**config.mk**
```make
export PLATFORM = sky130hd
export DESIGN_NAME = opcode_len_predecoder
export DESIGN_NICKNAME = d
export VERILOG_FILES = /design/src/rtl/opl_pkg.sv /design/src/rtl/opl_op_dec.sv /design/src/rtl/opl_post_dec.sv /design/src/rtl/opcode_len_predecoder.sv
export SDC_FILE = /design/constraint.sdc
export NUM_CORES = 1
export LEC_CHECK = 0
export BUFFER_PORTS_ARGS = -buffer_cell sky130_fd_sc_hd__buf_4
export CORE_MARGIN = 3
export CORE_UTILIZATION = 36
export CTS_BUF_LIST = sky130_fd_sc_hd__clkbuf_8
export CTS_CLUSTER_DIAMETER = 150
export CTS_CLUSTER_SIZE = 28
export DETAILED_ROUTE_END_ITERATION = 7
export HOLD_SLACK_MARGIN = 0.15
export SYNTH_ARGS = -nofsm -noshare
export SYNTH_HDL_FRONTEND = slang
export SYNTH_HIERARCHICAL = 1
export SYNTH_SLANG_ARGS = --single-unit
export TNS_END_PERCENT = 20
```
**constraint.sdc**
```tcl
create_clock -name clk_i -period 3.2 [get_ports clk_i]
set_input_delay 0.48 -clock clk_i [delete_from_list [all_inputs] [get_ports clk_i]]
set_output_delay 0.48 -clock clk_i [all_outputs]
set_load 0.03 [all_outputs]
```
**src/rtl/opl_pkg.sv**
```systemverilog
package opl_pkg;
  localparam int BYTE_W = 8;
  localparam int LEN_W  = 3;
  localparam int CNT_W  = 2;

  typedef enum logic [2:0] {
    CLS_INH  = 3'd0,
    CLS_IMM  = 3'd1,
    CLS_DIR  = 3'd2,
    CLS_IDX  = 3'd3,
    CLS_EXT  = 3'd4,
    CLS_REL  = 3'd5,
    CLS_POST = 3'd6
  } cls_e;

  typedef enum logic [1:0] {
    ST_OP   = 2'd0,
    ST_POST = 2'd1,
    ST_OPND = 2'd2
  } st_e;

  localparam logic [1:0] MAP1 = 2'd1;
  localparam logic [1:0] MAP2 = 2'd2;
  localparam logic [1:0] MAP3 = 2'd3;
endpackage

```
**src/rtl/opl_op_dec.sv**
```systemverilog
module opl_op_dec
  import opl_pkg::*;
(
  input  logic [1:0]        map_i,
  input  logic [BYTE_W-1:0] op_i,
  output logic              ill_o,
  output cls_e              cls_o,
  output logic [CNT_W-1:0]  nops_o
);
  logic [3:0] hi, lo;
  assign hi = op_i[7:4];
  assign lo = op_i[3:0];

  cls_e hcls;
  logic [CNT_W-1:0] hnops;

  // upper half of every map: class by high nibble
  always_comb begin
    unique case (hi[1:0])
      2'd0:    begin hcls = CLS_IMM; hnops = 2'd1; end
      2'd1:    begin hcls = CLS_DIR; hnops = 2'd1; end
      2'd2:    begin hcls = CLS_IDX; hnops = 2'd0; end
      default: begin hcls = CLS_EXT; hnops = 2'd2; end
    endcase
  end

  always_comb begin
    ill_o  = 1'b0;
    cls_o  = CLS_INH;
    nops_o = '0;
    if (map_i == MAP1) begin
      if (hi[3]) begin
        cls_o  = hcls;
        nops_o = hnops;
        if (op_i == 8'h8D) begin
          cls_o = CLS_REL; nops_o = 2'd1;
        end else if (hcls == CLS_IMM &&
                     (lo == 4'h3 || lo == 4'hC || lo == 4'hE) &&
                     !(hi == 4'h8 && lo == 4'hE) || op_i == 8'h8E) begin
          nops_o = 2'd2;
        end
      end else begin
        unique case (hi[2:0])
          3'd0: begin cls_o = CLS_DIR; nops_o = 2'd1; end
          3'd1: begin
            if (op_i == 8'h16 || op_i == 8'h17) begin
              cls_o = CLS_REL; nops_o = 2'd2;
            end else if (op_i == 8'h1A || op_i == 8'h1C || op_i == 8'h1E || op_i == 8'h1F) begin
              cls_o = CLS_POST; nops_o = 2'd1;
            end
          end
          3'd2: begin cls_o = CLS_REL; nops_o = 2'd1; end
          3'd3: begin
            if (lo < 4'h4) cls_o = CLS_IDX;
            else if (lo < 4'h8 || lo == 4'hC) begin
              cls_o = CLS_POST; nops_o = 2'd1;
            end
          end
          3'd6: cls_o = CLS_IDX;
          3'd7: begin cls_o = CLS_EXT; nops_o = 2'd2; end
          default: ;
        endcase
      end
    end else begin
      cls_o  = hcls;
      nops_o = (hcls == CLS_IMM) ? 2'd2 : hnops;
      if (op_i == 8'h3F) begin
        cls_o = CLS_INH; nops_o = '0;
      end else if (map_i == MAP2 && hi == 4'h2 && lo != 4'h0) begin
        cls_o = CLS_REL; nops_o = 2'd2;
      end else if (!hi[3]) begin
        ill_o = 1'b1;
      end else if (map_i == MAP3) begin
        ill_o = !(hi[2] == 1'b0 && (lo == 4'h3 || lo == 4'hC));
      end else begin
        unique case (lo)
          4'h3, 4'hC: ill_o = hi[2];
          4'hE:       ill_o = 1'b0;
          4'hF:       ill_o = (hi[1:0] == 2'd0);
          default:    ill_o = 1'b1;
        endcase
      end
    end
  end
endmodule

```
**src/rtl/opl_post_dec.sv**
```systemverilog
module opl_post_dec
  import opl_pkg::*;
(
  input  logic [BYTE_W-1:0] pb_i,
  output logic [CNT_W-1:0]  extra_o
);
  always_comb begin
    extra_o = '0;
    if (pb_i[7]) begin
      unique case (pb_i[3:0])
        4'h8, 4'hC:       extra_o = 2'd1;
        4'h9, 4'hD, 4'hF: extra_o = 2'd2;
        default:          extra_o = '0;
      endcase
    end
  end
endmodule

```
**src/rtl/opcode_len_predecoder.sv**
```systemverilog
module opcode_len_predecoder
  import opl_pkg::*;
(
  input  logic              clk_i,
  input  logic              rst_ni,
  input  logic [BYTE_W-1:0] byte_i,
  input  logic              valid_i,
  output logic              start_o,
  output logic              done_o,
  output logic [LEN_W-1:0]  len_o,
  output logic [1:0]        page_o,
  output logic [2:0]        class_o,
  output logic              illegal_o
);
  st_e              st_q, st_n;
  logic [1:0]       map_q, map_n;
  logic [CNT_W-1:0] rem_q, rem_n;
  logic [LEN_W-1:0] acc_q, acc_n;
  cls_e             cls_q, cls_n;
  logic             start_d, done_d, ill_d;

  logic             dec_ill;
  cls_e             dec_cls;
  logic [CNT_W-1:0] dec_nops;
  logic [CNT_W-1:0] idx_extra;

  opl_op_dec i_op_dec (
    .map_i  (map_q),
    .op_i   (byte_i),
    .ill_o  (dec_ill),
    .cls_o  (dec_cls),
    .nops_o (dec_nops)
  );

  opl_post_dec i_post_dec (
    .pb_i    (byte_i),
    .extra_o (idx_extra)
  );

  always_comb begin
    st_n = st_q; map_n = map_q; rem_n = rem_q; acc_n = acc_q; cls_n = cls_q;
    start_d = 1'b0; done_d = 1'b0; ill_d = 1'b0;
    if (valid_i) begin
      unique case (st_q)
        ST_OP: begin
          start_d = (map_q == MAP1);
          if (map_q == MAP1 && (byte_i == 8'h10 || byte_i == 8'h11)) begin
            map_n = byte_i[0] ? MAP3 : MAP2;
          end else if (dec_ill) begin
            ill_d = 1'b1;
            map_n = MAP1;
          end else begin
            acc_n = (map_q == MAP1) ? LEN_W'(1) : LEN_W'(2);
            cls_n = dec_cls;
            if (dec_cls == CLS_IDX) begin
              st_n = ST_POST;
            end else if (dec_nops == '0) begin
              done_d = 1'b1;
            end else begin
              rem_n = dec_nops;
              st_n  = ST_OPND;
            end
          end
        end
        ST_POST: begin
          acc_n = acc_q + LEN_W'(1);
          if (idx_extra == '0) begin
            done_d = 1'b1;
            st_n   = ST_OP;
          end else begin
            rem_n = idx_extra;
            st_n  = ST_OPND;
          end
        end
        default: begin
          acc_n = acc_q + LEN_W'(1);
          rem_n = rem_q - CNT_W'(1);
          if (rem_q == CNT_W'(1)) begin
            done_d = 1'b1;
            st_n   = ST_OP;
          end
        end
      endcase
      if (done_d) map_n = MAP1;
    end
  end

  always_ff @(posedge clk_i or negedge rst_ni) begin
    if (!rst_ni) begin
      st_q <= ST_OP; map_q <= MAP1; rem_q <= '0; acc_q <= '0; cls_q <= CLS_INH;
      start_o <= 1'b0; done_o <= 1'b0; illegal_o <= 1'b0;
      len_o <= '0; page_o <= MAP1; class_o <= '0;
    end else begin
      st_q <= st_n; map_q <= map_n; rem_q <= rem_n; acc_q <= acc_n; cls_q <= cls_n;
      start_o   <= start_d;
      done_o    <= done_d;
      illegal_o <= ill_d;
      if (done_d) begin
        len_o   <= acc_n;
        page_o  <= map_q;
        class_o <= cls_n;
      end
    end
  end
endmodule

```
* Word-level counts from Yosys, hierarchy flattened *
Cells that the tools add are included.

word-level totals
  bits of input ports = 11
  flip-flop bits (word level) = 23
  logic and storage cells = 165

cells by class
  equality and inequality tests = 40
  magnitude comparators = 2
  bitwise gates (word level) = 1
  reductions and logical operators = 35
  add/subtract/negate cells = 2
  muxes and demuxes = 74

operator list
  kind                count
  $eq 8x5->1 const B  8
  $mux 2              26
  $mux 3              17
  $eq 4x4->1 const B  7
  $mux 1              22
  $pmux 3 s6          1
  $eq 8x8->1 const B  2
  $pmux 2 s2          4
  $ne 2x2->1 const B  5
  $eq 3x2->1 const B  3
  $logic_or 1x1->1    9
  $pmux 3 s3          1
  $eq 2x1->1 const B  4
  $eq 4x2->1 const B  2
  $eq 8x6->1 const B  1
  $logic_not 2->1     4
  $pmux 2 s4          1
  $reduce_or 2->1     4
  $logic_and 1x1->1   7
  $eq 2x2->1 const B  3
  $eq 3x1->1 const B  2
  $eq 3x3->1 const B  2
  $reduce_and 6->1    1
  $reduce_bool 3->1   2
  other kinds (15)    16

* Logic depth before layout (Yosys ltp) *
Gate-level depths: netlist of run 1.

  depth in word-level cells = 19
  mapped depth = 11
  depth with buffers taken out = 11

* Modules after synthesis *
The synthesis of run 1 kept the hierarchy.

by module, submodules not included
  module                 times used  area each (um2)  seq. area each (um2)  cells an instance
  opcode_len_predecoder  1           1222.4           578.1                 113
  opl_op_dec             1           550.5            0.0                   88
  opl_post_dec           1           31.3             0.0                   5

* Worst setup path after synthesis of run 1 *
OpenSTA, ideal clock, no wires.

  path type = input-to-reg
  start = in byte_i[4]
  end = reg class_o[0]
  cell stages on the path = 9
  library setup time = 125 ps
  buffers on the path = 0
  path slack = 120 ps
  arrival = 2955 ps
  cells stage by stage = inv_1 ha_1 nand2_1 or4_4 nand2_1 a21oi_1 or4b_4 o41ai_4 mux2_2

between the ends
  elaborated cells between the ends (all ways) = 77
  those cells by class = eq/ne (22); mux (37); reduce/logical (18)

RTL lines
  what                    line                          source
  start: declaration      opcode_len_predecoder.sv:6    input logic [BYTE_W-1:0] byte_i,
  $logic_not 2->1         opl_op_dec.sv:79              4'hF: ill_o = (hi[1:0] == 2'd0);
  $pmux 1 s3              opl_op_dec.sv:76              unique case (lo)
  $mux 1                  opl_op_dec.sv:73              end else if (map_i == MAP3) begin
  $mux 1                  opl_op_dec.sv:71              end else if (!hi[3]) begin
  $mux 1                  opl_op_dec.sv:69              end else if (map_i == MAP2 && hi == 4'h2 && lo != 4'h0) begin
  $mux 1 *                opl_op_dec.sv:67              if (op_i == 8'h3F) begin
  $mux 1 *                opl_op_dec.sv:31              if (map_i == MAP1) begin
  named net dec_ill       opcode_len_predecoder.sv:22   logic dec_ill;
  $mux 1 *                opcode_len_predecoder.sv:49   end else if (dec_ill) begin
  $mux 1 *                opcode_len_predecoder.sv:47   if (map_q == MAP1 && (byte_i == 8'h10 || byte_i == 8'h11)) begin
  $pmux 1 s2 *            opcode_len_predecoder.sv:44   unique case (st_q)
  $mux 1 * (2 in a row)   opcode_len_predecoder.sv:43   if (valid_i) begin
  named net done_d        opcode_len_predecoder.sv:20   logic start_d, done_d, ill_d;
  end signal: assignment  opcode_len_predecoder.sv:101  class_o <= cls_n;
  end: declaration        opcode_len_predecoder.sv:12   output logic [2:0] class_o,

The timed path passes the listed nets; every way through them passes the cells marked *. The select of a mux whose other input is x is not followed.
A chain may end at the register's enable or synchronous reset.

* Worst setup path in the final report of run 1 *
  start = in byte_i[6]
  end = reg class_o[0]

between the ends
  elaborated cells between the ends (all ways) = 71
  those cells by class = eq/ne (19); mux (34); bitwise (1); reduce/logical (17)

RTL lines
  what                                                line                         source
  branches (longest 6 deep; another with $pmux 1 s3)  n/a
  $mux 1 *                                            opl_op_dec.sv:67
  $mux 1 *                                            opl_op_dec.sv:31
  named net dec_ill                                   opcode_len_predecoder.sv:22
  $mux 3 *                                            opcode_len_predecoder.sv:49
  $mux 3 *                                            opcode_len_predecoder.sv:47
  $mux 3 *                                            opcode_len_predecoder.sv:44
  $mux 3 *                                            opcode_len_predecoder.sv:43
  named net cls_n[0]                                  opcode_len_predecoder.sv:19  cls_e cls_q, cls_n;

Mark *: on every way through the listed nets, which the timed path passes. The select of a mux whose other input is x is not followed.

==> results of run 1 <==
[cells in the mapped netlist, types with 3 or more instances]
cell,n
and2_1,6
dfrtp_1,21
nor3_1,4
buf_2,3
mux2_2,10
a31oi_1,3
and3_1,5
nor2b_1,3
nor2_1,15
nand2_1,15
mux2i_1,3
a21oi_1,10
clkbuf_1,6
ha_1,8
a211oi_1,4
o21ai_0,16
nand2b_1,3
nand3_1,4
nor3b_1,3
inv_1,13
[state kept, by name (all words and copies together), names as in the netlist]
signal,cells
cls_q,3
st_q,2
class_o,3
acc_q,3
start_o,1
len_o,3
rem_q,2
done_o,1
map_q,2
page_o,2
illegal_o,1
[layer usage]
| layer | up-vias | wire length (um) |
|---|---|---|
| met1 | 786 | 2130 |
| met2 | 38 | 1900 |
| li1 | 829 | - |
| met4 | 0 | 23 |
| met3 | 2 | 178 |
| met5 | - | 0 |
[timing repair]
item                                   CTS  global route
hold buffers                             1             0
setup endpoints to repair                0             0
endpoints found under the hold margin   21             0
setup buffers                            0             0
[cells in the final DEF, fill, tap and decap left out, types with 4 or more instances in the layout]
cell	netlist	layout
a211oi_1	4	4
a21oi_1	10	10
and2_1	6	6
and3_1	5	5
buf_4	0	36
dfrtp_1	21	21
ha_1	8	8
inv_1	13	13
mux2_2	10	10
nand2_1	15	15
nand3_1	4	4
nor2_1	15	15
nor3_1	4	4
o21ai_0	16	16
[area by class of cell]
class	instances	area [sq um]
clock buffer	3	41.3
clock inverter	1	7.51
fill	467	2620
inverter	13	48.8
multi-input combinational	160	1130
sequential	23	578
tap	67	83.8
timing repair buffer	37	280
[power by group through the flow]
stage               combinational (uW)  clock (uW)  sequential [uW]
floorplan                          410           0              537
global placement                   675           0              476
detailed placement                 677           0              475
CTS                                683         192              469
global route                       754         206              488
finish                             679         187              470
[cell families after synthesis]
group,count (synthesis),share of synthesized area (%)
AO/OA/AOI/OAI,66,26.5
buffers and inverters,23,5.41
AND/OR/NAND/NOR,73,22.6
multiplexers,13,7.91
flip-flops,23,32.0
adder cells (fa/ha/maj),8,5.55
[worst max-delay path, cell delays in order]
cell,delay (ps)
buf_4,110
or2_1,260
or4_4,550
nand2_1,100
a21oi_1,70
or4b_4,530
a31oi_1,160
buf_4,160
mux2_2,350
mux2_2,260
[through the flow]
step,total power (uW),hold WS [ps],cell area (sq um),worst slack [ps]
after floorplan,947,184,1800,120
after global placement,1150,390,2110,33.0
after detailed placement,1150,391,2110,46.4
after CTS,1340,503,2170,328
after global routing,1450,528,2170,160
final,1340,501,2170,334
[how the worst max path moves through the flow]
stage and to:
6_report class_o[0]$_DFFE_PN0P_, 5_1_grt class_o[0]$_DFFE_PN0P_, 4_1_cts class_o[0]$_DFFE_PN0P_, 3_5_place_dp page_o[1]$_DFFE_PN0P_, 3_3_place_gp class_o[0]$_DFFE_PN0P_, 2_1_floorplan class_o[0]$_DFFE_PN0P_
==> out/metrics.csv, run 1 <==
metric,value,unit
outcome,"finished, final reports clean",
Port Buf Inserts,21,
Worst Hold Class,reg2reg,
worst slew pin tran,516,ps
Switching Share,40.2,%
critical path startpoint category,primary input,
Placed Cells,299,
post-cts sizing count,0,
first-pass GRT wire length,7430,um
flop and latch count out of synthesis,23,
power per cell area,616,nW/um^2
GRT met1 Usage,22.2,%
Crit Path Max Fanout,4,
Core ar.,4790,sq um
Int Pwr,798,uW
CTS sink cnt,23,
busiest grt layer,met2,
WL final,4230,um
Syn Area/Cell,8.76,sq um
clk_skew,5.31,ps
count of final hold-check violations,0,
setup TNS after final layout,0,ps
final layout net count,257,
cts bufs inserted,3,
"Cell Area, Synth",1800,sq um
Clock power frac,14.0,%
Peak Freq,349,MHz
clk_lat worst skew,270,ps
CTS tree,done,
via count of the first global-routing pass,1527,
total global routing overflow,0,
r2r startpoint,map_q[0]$_DFFE_PN1P_,
number of antenna-violating nets in the routed design,0,
Synth Warn #,6,
dominant cells by area after synthesis,"dfrtp_1, mux2_2, ha_1",
critical path class,in2reg,
Hold Path Cell Cnt,1,
WL per Instance,13.9,um
met3 usage,3.17,%
Top Ports,22,
Initial Utilization,37.7,%
die footprint,5900,sq um
ys async rst share,100,%
Final period util,89.5,%
CP arrival,3030,ps
crit end category,flip-flop,
Core Rows,25,
worst endpoint required time,3360,ps
largest net degree at the start of global routing,24,
Synth cell types,59,
Comb power frac,50.8,%
DR vias/cell,5.44,
n_diodes,0,
fin util,45.3,%
CTS root buffer,clkbuf_8,
cells on worst reg2reg path,9,
clock-pin transition on the worst setup and hold timing paths,90,ps
"setup slack, reg-to-reg",380,ps
VDD IR max,0.000364,V
DR pass1 iterations,4,
Layout area overhead,20.2,%
Worst slew margin,65.3,%
area share of the largest cell type after synthesis,29.1,%
top_reg_cell synth,dfrtp_1,
hold path startpoint,cls_q[1]$_DFF_PN0_,
# setup viols final,0,
GRT Total Usage,15.0,%
Lkg Pwr,0.000969,uW
cells after synthesis,206,
gpl congestion,0.866,
share of layout cells above drive strength 1,26.6,%
routed vias,1655,
Seq pwr share,35.2,%
H-tree lvl count,1,
Crit. Startpoint,byte_i[6],
final non-filler cell total,304,
Post-DP HPWL,3160,um
M2 GR Usage,22.5,%
Iter 0 DRT Violations,123,
NetSw,538,uW
leading area contributor after synthesis,dfrtp_1,
fin crit period,2870,ps
Die X,76.8,um
Die Height,76.8,um
worst reg2reg endpoint,class_o[0]$_DFFE_PN0P_,
RSZ-0062 raised after global routing,no,
# Max-Cap Violations,0,
Remaining DRCs,0,
"Slew Viols, Final",0,
Mapped Nets,225,
hold endpoint,cls_q[1]$_DFF_PN0_,
Post-synth EDFFs,0,
register area share after synthesis,32.0,%
CTS max path bufs,2,
antenna violations before repair,0,
Power figures use the tool's default switching activity.
==> run 2: changes to the inputs <==
CORE_UTILIZATION = 45   (was 36)
==> out/metrics.csv, run 2 (synthesized netlist as in run 1, its figures left out) <==
metric,value,unit,change
Final period util,91.6,%,was 89.5%
CTS root buffer,clkbuf_8,,unchanged
Crit Path Max Fanout,7,,was 4
Layout area overhead,17.6,%,was 20.2%
crit end category,flip-flop,,unchanged
routed vias,1680,,"was 1,655"
CTS tree,done,,unchanged
CTS sink cnt,23,,unchanged
CTS max path bufs,2,,unchanged
clk_lat worst skew,260,ps,was 270 ps
Worst Hold Class,reg2reg,,unchanged
H-tree lvl count,1,,unchanged
largest net degree at the start of global routing,24,,unchanged
WL per Instance,15.7,um,was 13.9 um
VDD IR max,0.000378,V,was 0.000364 V
CP arrival,3080,ps,was 3030 ps
final layout net count,254,,was 257
Peak Freq,341,MHz,was 349 MHz
DR pass1 iterations,4,,unchanged
Post-DP HPWL,3360,um,was 3160 um
Core Rows,22,,was 25
via count of the first global-routing pass,1608,,"was 1,527"
"most common cell after layout, fill and taps aside",buf_4,,unchanged
"commonest cells after routing, fill and taps aside","buf_4, dfrtp_1, o21ai_0",,unchanged
n_diodes,0,,unchanged
die footprint,4810,sq um,was 5900 sq um
fin crit period,2930,ps,was 2870 ps
worst endpoint required time,3350,ps,was 3360 ps
clock-pin transition on the worst setup and hold timing paths,80,ps,was 90 ps
"Buf+Inv Stages, Crit Path",3,,was 2
Worst slew margin,66.5,%,was 65.3%
cts bufs inserted,3,,unchanged
cell family with the largest share of critical-path delay,compound AO/OA/AOI/OAI gates,,was simple AND/OR/NAND/NOR gates
share of layout cells above drive strength 1,25.6,%,was 26.6%
count of final hold-check violations,0,,unchanged
Die Height,69.3,um,was 76.8 um
# setup viols final,0,,unchanged
total global routing overflow,0,,unchanged
# Max-Cap Violations,0,,unchanged
"Slew Viols, Final",0,,unchanged
WL final,4430,um,was 4230 um
power per cell area,628,nW/um^2,was 616 nW/um^2
Initial Utilization,47.8,%,was 37.7%
clk_skew,3.67,ps,was 5.31 ps
Lkg Pwr,0.000954,uW,was 0.000969 uW
GRT Total Usage,19.1,%,was 15.0%
slowest stage cell on the critical path,or4b_4,,was or4_4
worst slew pin tran,498,ps,was 516 ps
critical path startpoint category,primary input,,unchanged
critical path class,in2reg,,unchanged
setup TNS after final layout,0,ps,unchanged
critical-path cell list,buf_4 > inv_1 > ha_1 > a221oi_1 > o21ai_0 > o41ai_1 > a21oi_1 > or4b_4 > a31oi_1 > buf_4 > mux2_2 > mux2_2,,was buf_4 > or2_1 > or4_4 > nand2_1 > a21oi_1 > or4b_4 > a31oi_1 > buf_4 > mux2_2 > mux2_2
Remaining DRCs,0,,unchanged
Core ar.,3770,sq um,was 4790 sq um
gpl congestion,0.874,,was 0.866
antenna violations before repair,0,,unchanged
crit-path max cell delay,530,ps,was 550 ps
number of antenna-violating nets in the routed design,0,,unchanged
RSZ-0062 raised after global routing,no,,unchanged
Iter 0 DRT Violations,114,,was 123
outcome,"finished, final reports clean",,unchanged
worst hold slack,506,ps,was 501 ps
Fillers,359,,was 467
Die X,69.3,um,was 76.8 um
Top Ports,22,,unchanged
first-pass GRT wire length,7730,um,was 7430 um
Port Buf Inserts,21,,unchanged
DR vias/cell,5.96,,was 5.44
fin util,56.3,%,was 45.3%
## run 2: cell types whose count changed in the layout (fill, tap and decap cells not counted)
cell,previous run,this run
buf_4,36,33
## run 2: stage by stage
step / total power (uW) / cells / setup WS (ps) / area, sq um
3_3_place_gp: 1140 / 277 / 67.6 / 2060
5_1_grt: 1440 / 282 / 13.7 / 2120
4_1_cts: 1350 / 282 / 292 / 2120
2_1_floorplan: 947 / 206 / 120 / 1800
3_5_place_dp: 1160 / 277 / 11.2 / 2060
6_report: 1330 / 282 / 270 / 2120
## run 2: metal layers
layer | GRT usage [%] | part of all wire (%) | wire [um]
met1 | 28.5 | 46 | 2030
met2 | 28.9 | 48 | 2110
met3 | 3.77 | 6.0 | 266
met4 | 3.25 | 0.72 | 32
met5 | 0 | 0 | 0
## run 2: path summary, 6_finish.rpt
check                      slack [ps]            startpoint                endpoint  cells after the start
max in group asynchronous        2280                rst_ni   page_o[0]$_DFFE_PN1P_                      2
hold reg to reg                   510    cls_q[0]$_DFF_PN0_      cls_q[0]$_DFF_PN0_                      1
hold / removal                    510    cls_q[0]$_DFF_PN0_      cls_q[0]$_DFF_PN0_                      1
setup reg to reg                  420  map_q[0]$_DFFE_PN1P_  class_o[0]$_DFFE_PN0P_                      9
setup / recovery                  270             byte_i[4]  class_o[0]$_DFFE_PN0P_                     12
min in group asynchronous         640                rst_ni     st_q[0]$_DFFE_PN0P_                      2
## run 2: cell type report
cell class	instances	area (sq um)	area share (%)
Sequential cell	23	578	27.2
Clock inverter	1	7.51	0.354
Inverter	13	48.8	2.30
Clock buffer	3	41.3	1.95
Timing Repair Buffer	34	258	12.1
Tap cell	48	60.1	2.83
Multi-Input combinational cell	160	1130	53.2
## run 2: where the power goes
| group | switching (uW) | internal (uW) |
|---|---|---|
| combinational | 368 | 314 |
| clock | 90.8 | 87.9 |
| sequential | 77.8 | 395 |
| total | 537 | 797 |
## run 2: timing repair
action / 4_1_cts / 5_1_grt
setup buffers: 0 / 0
hold endpoints to repair: 21 / 0
gates resized for setup: 0 / 0
hold buffers: 1 / 0
==> run 3: changes to the inputs <==
clock period = 3.8 ns   (was 3.2 ns; I/O delays follow)
==> out/metrics.csv, run 3 (synthesized netlist as in run 1, its figures left out) <==
metric,value,unit,change
antenna violations before repair,0,,unchanged
Crit Path Max Fanout,7,,unchanged
r2r startpoint,map_q[0]$_DFFE_PN1P_,,unchanged
# Max-Cap Violations,0,,unchanged
final worst setup slack,543,ps,was 270 ps
critical-path cell list,buf_4 > inv_1 > ha_1 > nand2_1 > or4_4 > nand2_1 > a21oi_1 > or4b_4 > a31oi_1 > mux2_2 > mux2_2,,was buf_4 > inv_1 > ha_1 > a221oi_1 > o21ai_0 > o41ai_1 > a21oi_1 > or4b_4 > a31oi_1 > buf_4 > mux2_2 > mux2_2
DR vias/cell,5.91,,was 5.96
Peak Freq,307,MHz,
first-pass GRT wire length,7080,um,was 7730 um
final non-filler cell total,272,,was 282
"most common cell after layout, fill and taps aside",buf_4,,unchanged
pre-CTS setup slack,257,ps,was 11.2 ps
RSZ-0062 raised after global routing,no,,unchanged
crit end category,flip-flop,,unchanged
cell family with the largest share of critical-path delay,simple AND/OR/NAND/NOR gates,,was compound AO/OA/AOI/OAI gates
count of final hold-check violations,0,,unchanged
"Slew Viols, Final",0,,unchanged
Lkg Pwr,0.000904,uW,was 0.000954 uW
critical path startpoint category,primary input,,unchanged
share of layout cells above drive strength 1,22.8,%,was 25.6%
cts bufs inserted,3,,unchanged
power per cell area,537,nW/um^2,was 628 nW/um^2
gpl congestion,0.892,,was 0.874
fin crit period,3260,ps,
n_diodes,0,,unchanged
total global routing overflow,0,,unchanged
H-tree lvl count,1,,unchanged
clk_skew,3.19,ps,was 3.67 ps
"commonest cells after routing, fill and taps aside","buf_4, dfrtp_1, o21ai_0",,unchanged
largest net degree at the start of global routing,24,,unchanged
routed vias,1607,,"was 1,680"
CTS sink cnt,23,,unchanged
number of antenna-violating nets in the routed design,0,,unchanged
crit-path max cell delay,550,ps,was 530 ps
worst hold slack,183,ps,was 506 ps
setup TNS after final layout,0,ps,unchanged
postcts setup bufs,0,,unchanged
Iter 0 DRT Violations,73,,was 114
VDD IR max,0.000428,V,was 0.000378 V
CTS tree,done,,unchanged
Core ar.,3770,sq um,unchanged
Worst Hold Class,in2async,,was reg2reg
Port Buf Inserts,21,,unchanged
critical path class,in2reg,,unchanged
CP arrival,3410,ps,was 3080 ps
CTS max path bufs,2,,unchanged
WL final,4060,um,was 4430 um
cells on worst reg2reg path,9,,unchanged
Worst slew margin,49.9,%,was 66.5%
Die X,69.3,um,unchanged
final layout net count,244,,was 254
outcome,"finished, final reports clean",,unchanged
die footprint,4810,sq um,unchanged
clock-pin transition on the worst setup and hold timing paths,80,ps,about the same
Top Ports,22,,unchanged
# setup viols final,0,,unchanged
"Buf+Inv Stages, Crit Path",2,,was 3
Layout area overhead,13.3,%,was 17.6%
slowest stage cell on the critical path,or4b_4,,unchanged
Die Height,69.3,um,unchanged
worst endpoint required time,3960,ps,was 3350 ps
post-cts sizing count,0,,unchanged
GRT Total Usage,17.3,%,was 19.1%
CTS root buffer,clkbuf_8,,unchanged
Post-DP HPWL,3100,um,was 3360 um
Remaining DRCs,0,,unchanged
hold buffers post-CTS,0,,was 1
"setup slack, reg-to-reg",780,ps,was 420 ps
worst reg2reg endpoint,class_o[0]$_DFFE_PN0P_,,unchanged
Initial Utilization,47.8,%,unchanged
WL per Instance,14.9,um,was 15.7 um
worst slew pin tran,746,ps,was 498 ps
clk_lat worst skew,260,ps,about the same
DR pass1 iterations,4,,unchanged
Final period util,85.7,%,
Placed Cells,268,,was 277
Core Rows,22,,unchanged
via count of the first global-routing pass,1498,,"was 1,608"
==> run 3: cell count changes in the layout (fill, tap and decap cells not counted), sizes merged <==
cell | before | now
dlygate4sd3 | 1 | 0
buf | 33 | 24
==> run 3: where the power goes <==
part	total [uW]	switching, uW	leakage [uW]	internal [uW]
combinational	548	298	0.000594	249
sequential	397	64.2	0.000288	333
clock	154	79.6	0.0000217	74.1
total	1100	442	0.000904	656
==> run 3: per-layer routing <==
layer / part of all wire, % / GRT usage [%]
met1: 50 / 25.6
met2: 45 / 26.5
met3: 3.8 / 3.19
met4: 1.1 / 2.82
met5: 0 / 0
==> run 3: how the worst max path moves through the flow <==
stage / to / from / cells past startpoint / slack (ps)
floorplan: class_o[0]$_DFFE_PN0P_ / byte_i[4] / 9 / 630
detailed placement: class_o[0]$_DFFE_PN0P_ / byte_i[4] / 11 / 260
CTS: class_o[0]$_DFFE_PN0P_ / byte_i[4] / 11 / 550
global placement: class_o[2]$_DFFE_PN0P_ / byte_i[4] / 11 / 350
global route: class_o[0]$_DFFE_PN0P_ / byte_i[4] / 11 / 360
finish: class_o[0]$_DFFE_PN0P_ / byte_i[4] / 11 / 540
==> run 3: metrics by stage <==
stage / instance area (sq um) / total power [uW] / util (%)
detailed placement: 2000 / 955 / 52.9
finish: 2040 / 1100 / 54.2
global placement: 2000 / 941 / 52.9
global route: 2040 / 1190 / 54.2
floorplan: 1800 / 798 / -
CTS: 2040 / 1110 / 54.2
==> run 3: layout make-up <==
cell class                 instances  area (sq um)
fill                             362          1730
multi-input combinational        160          1130
sequential                        23           578
timing repair buffer              24           180
tap                               48          60.1
inverter                          13          48.8
clock buffer                       3          41.3
clock inverter                     1          7.51
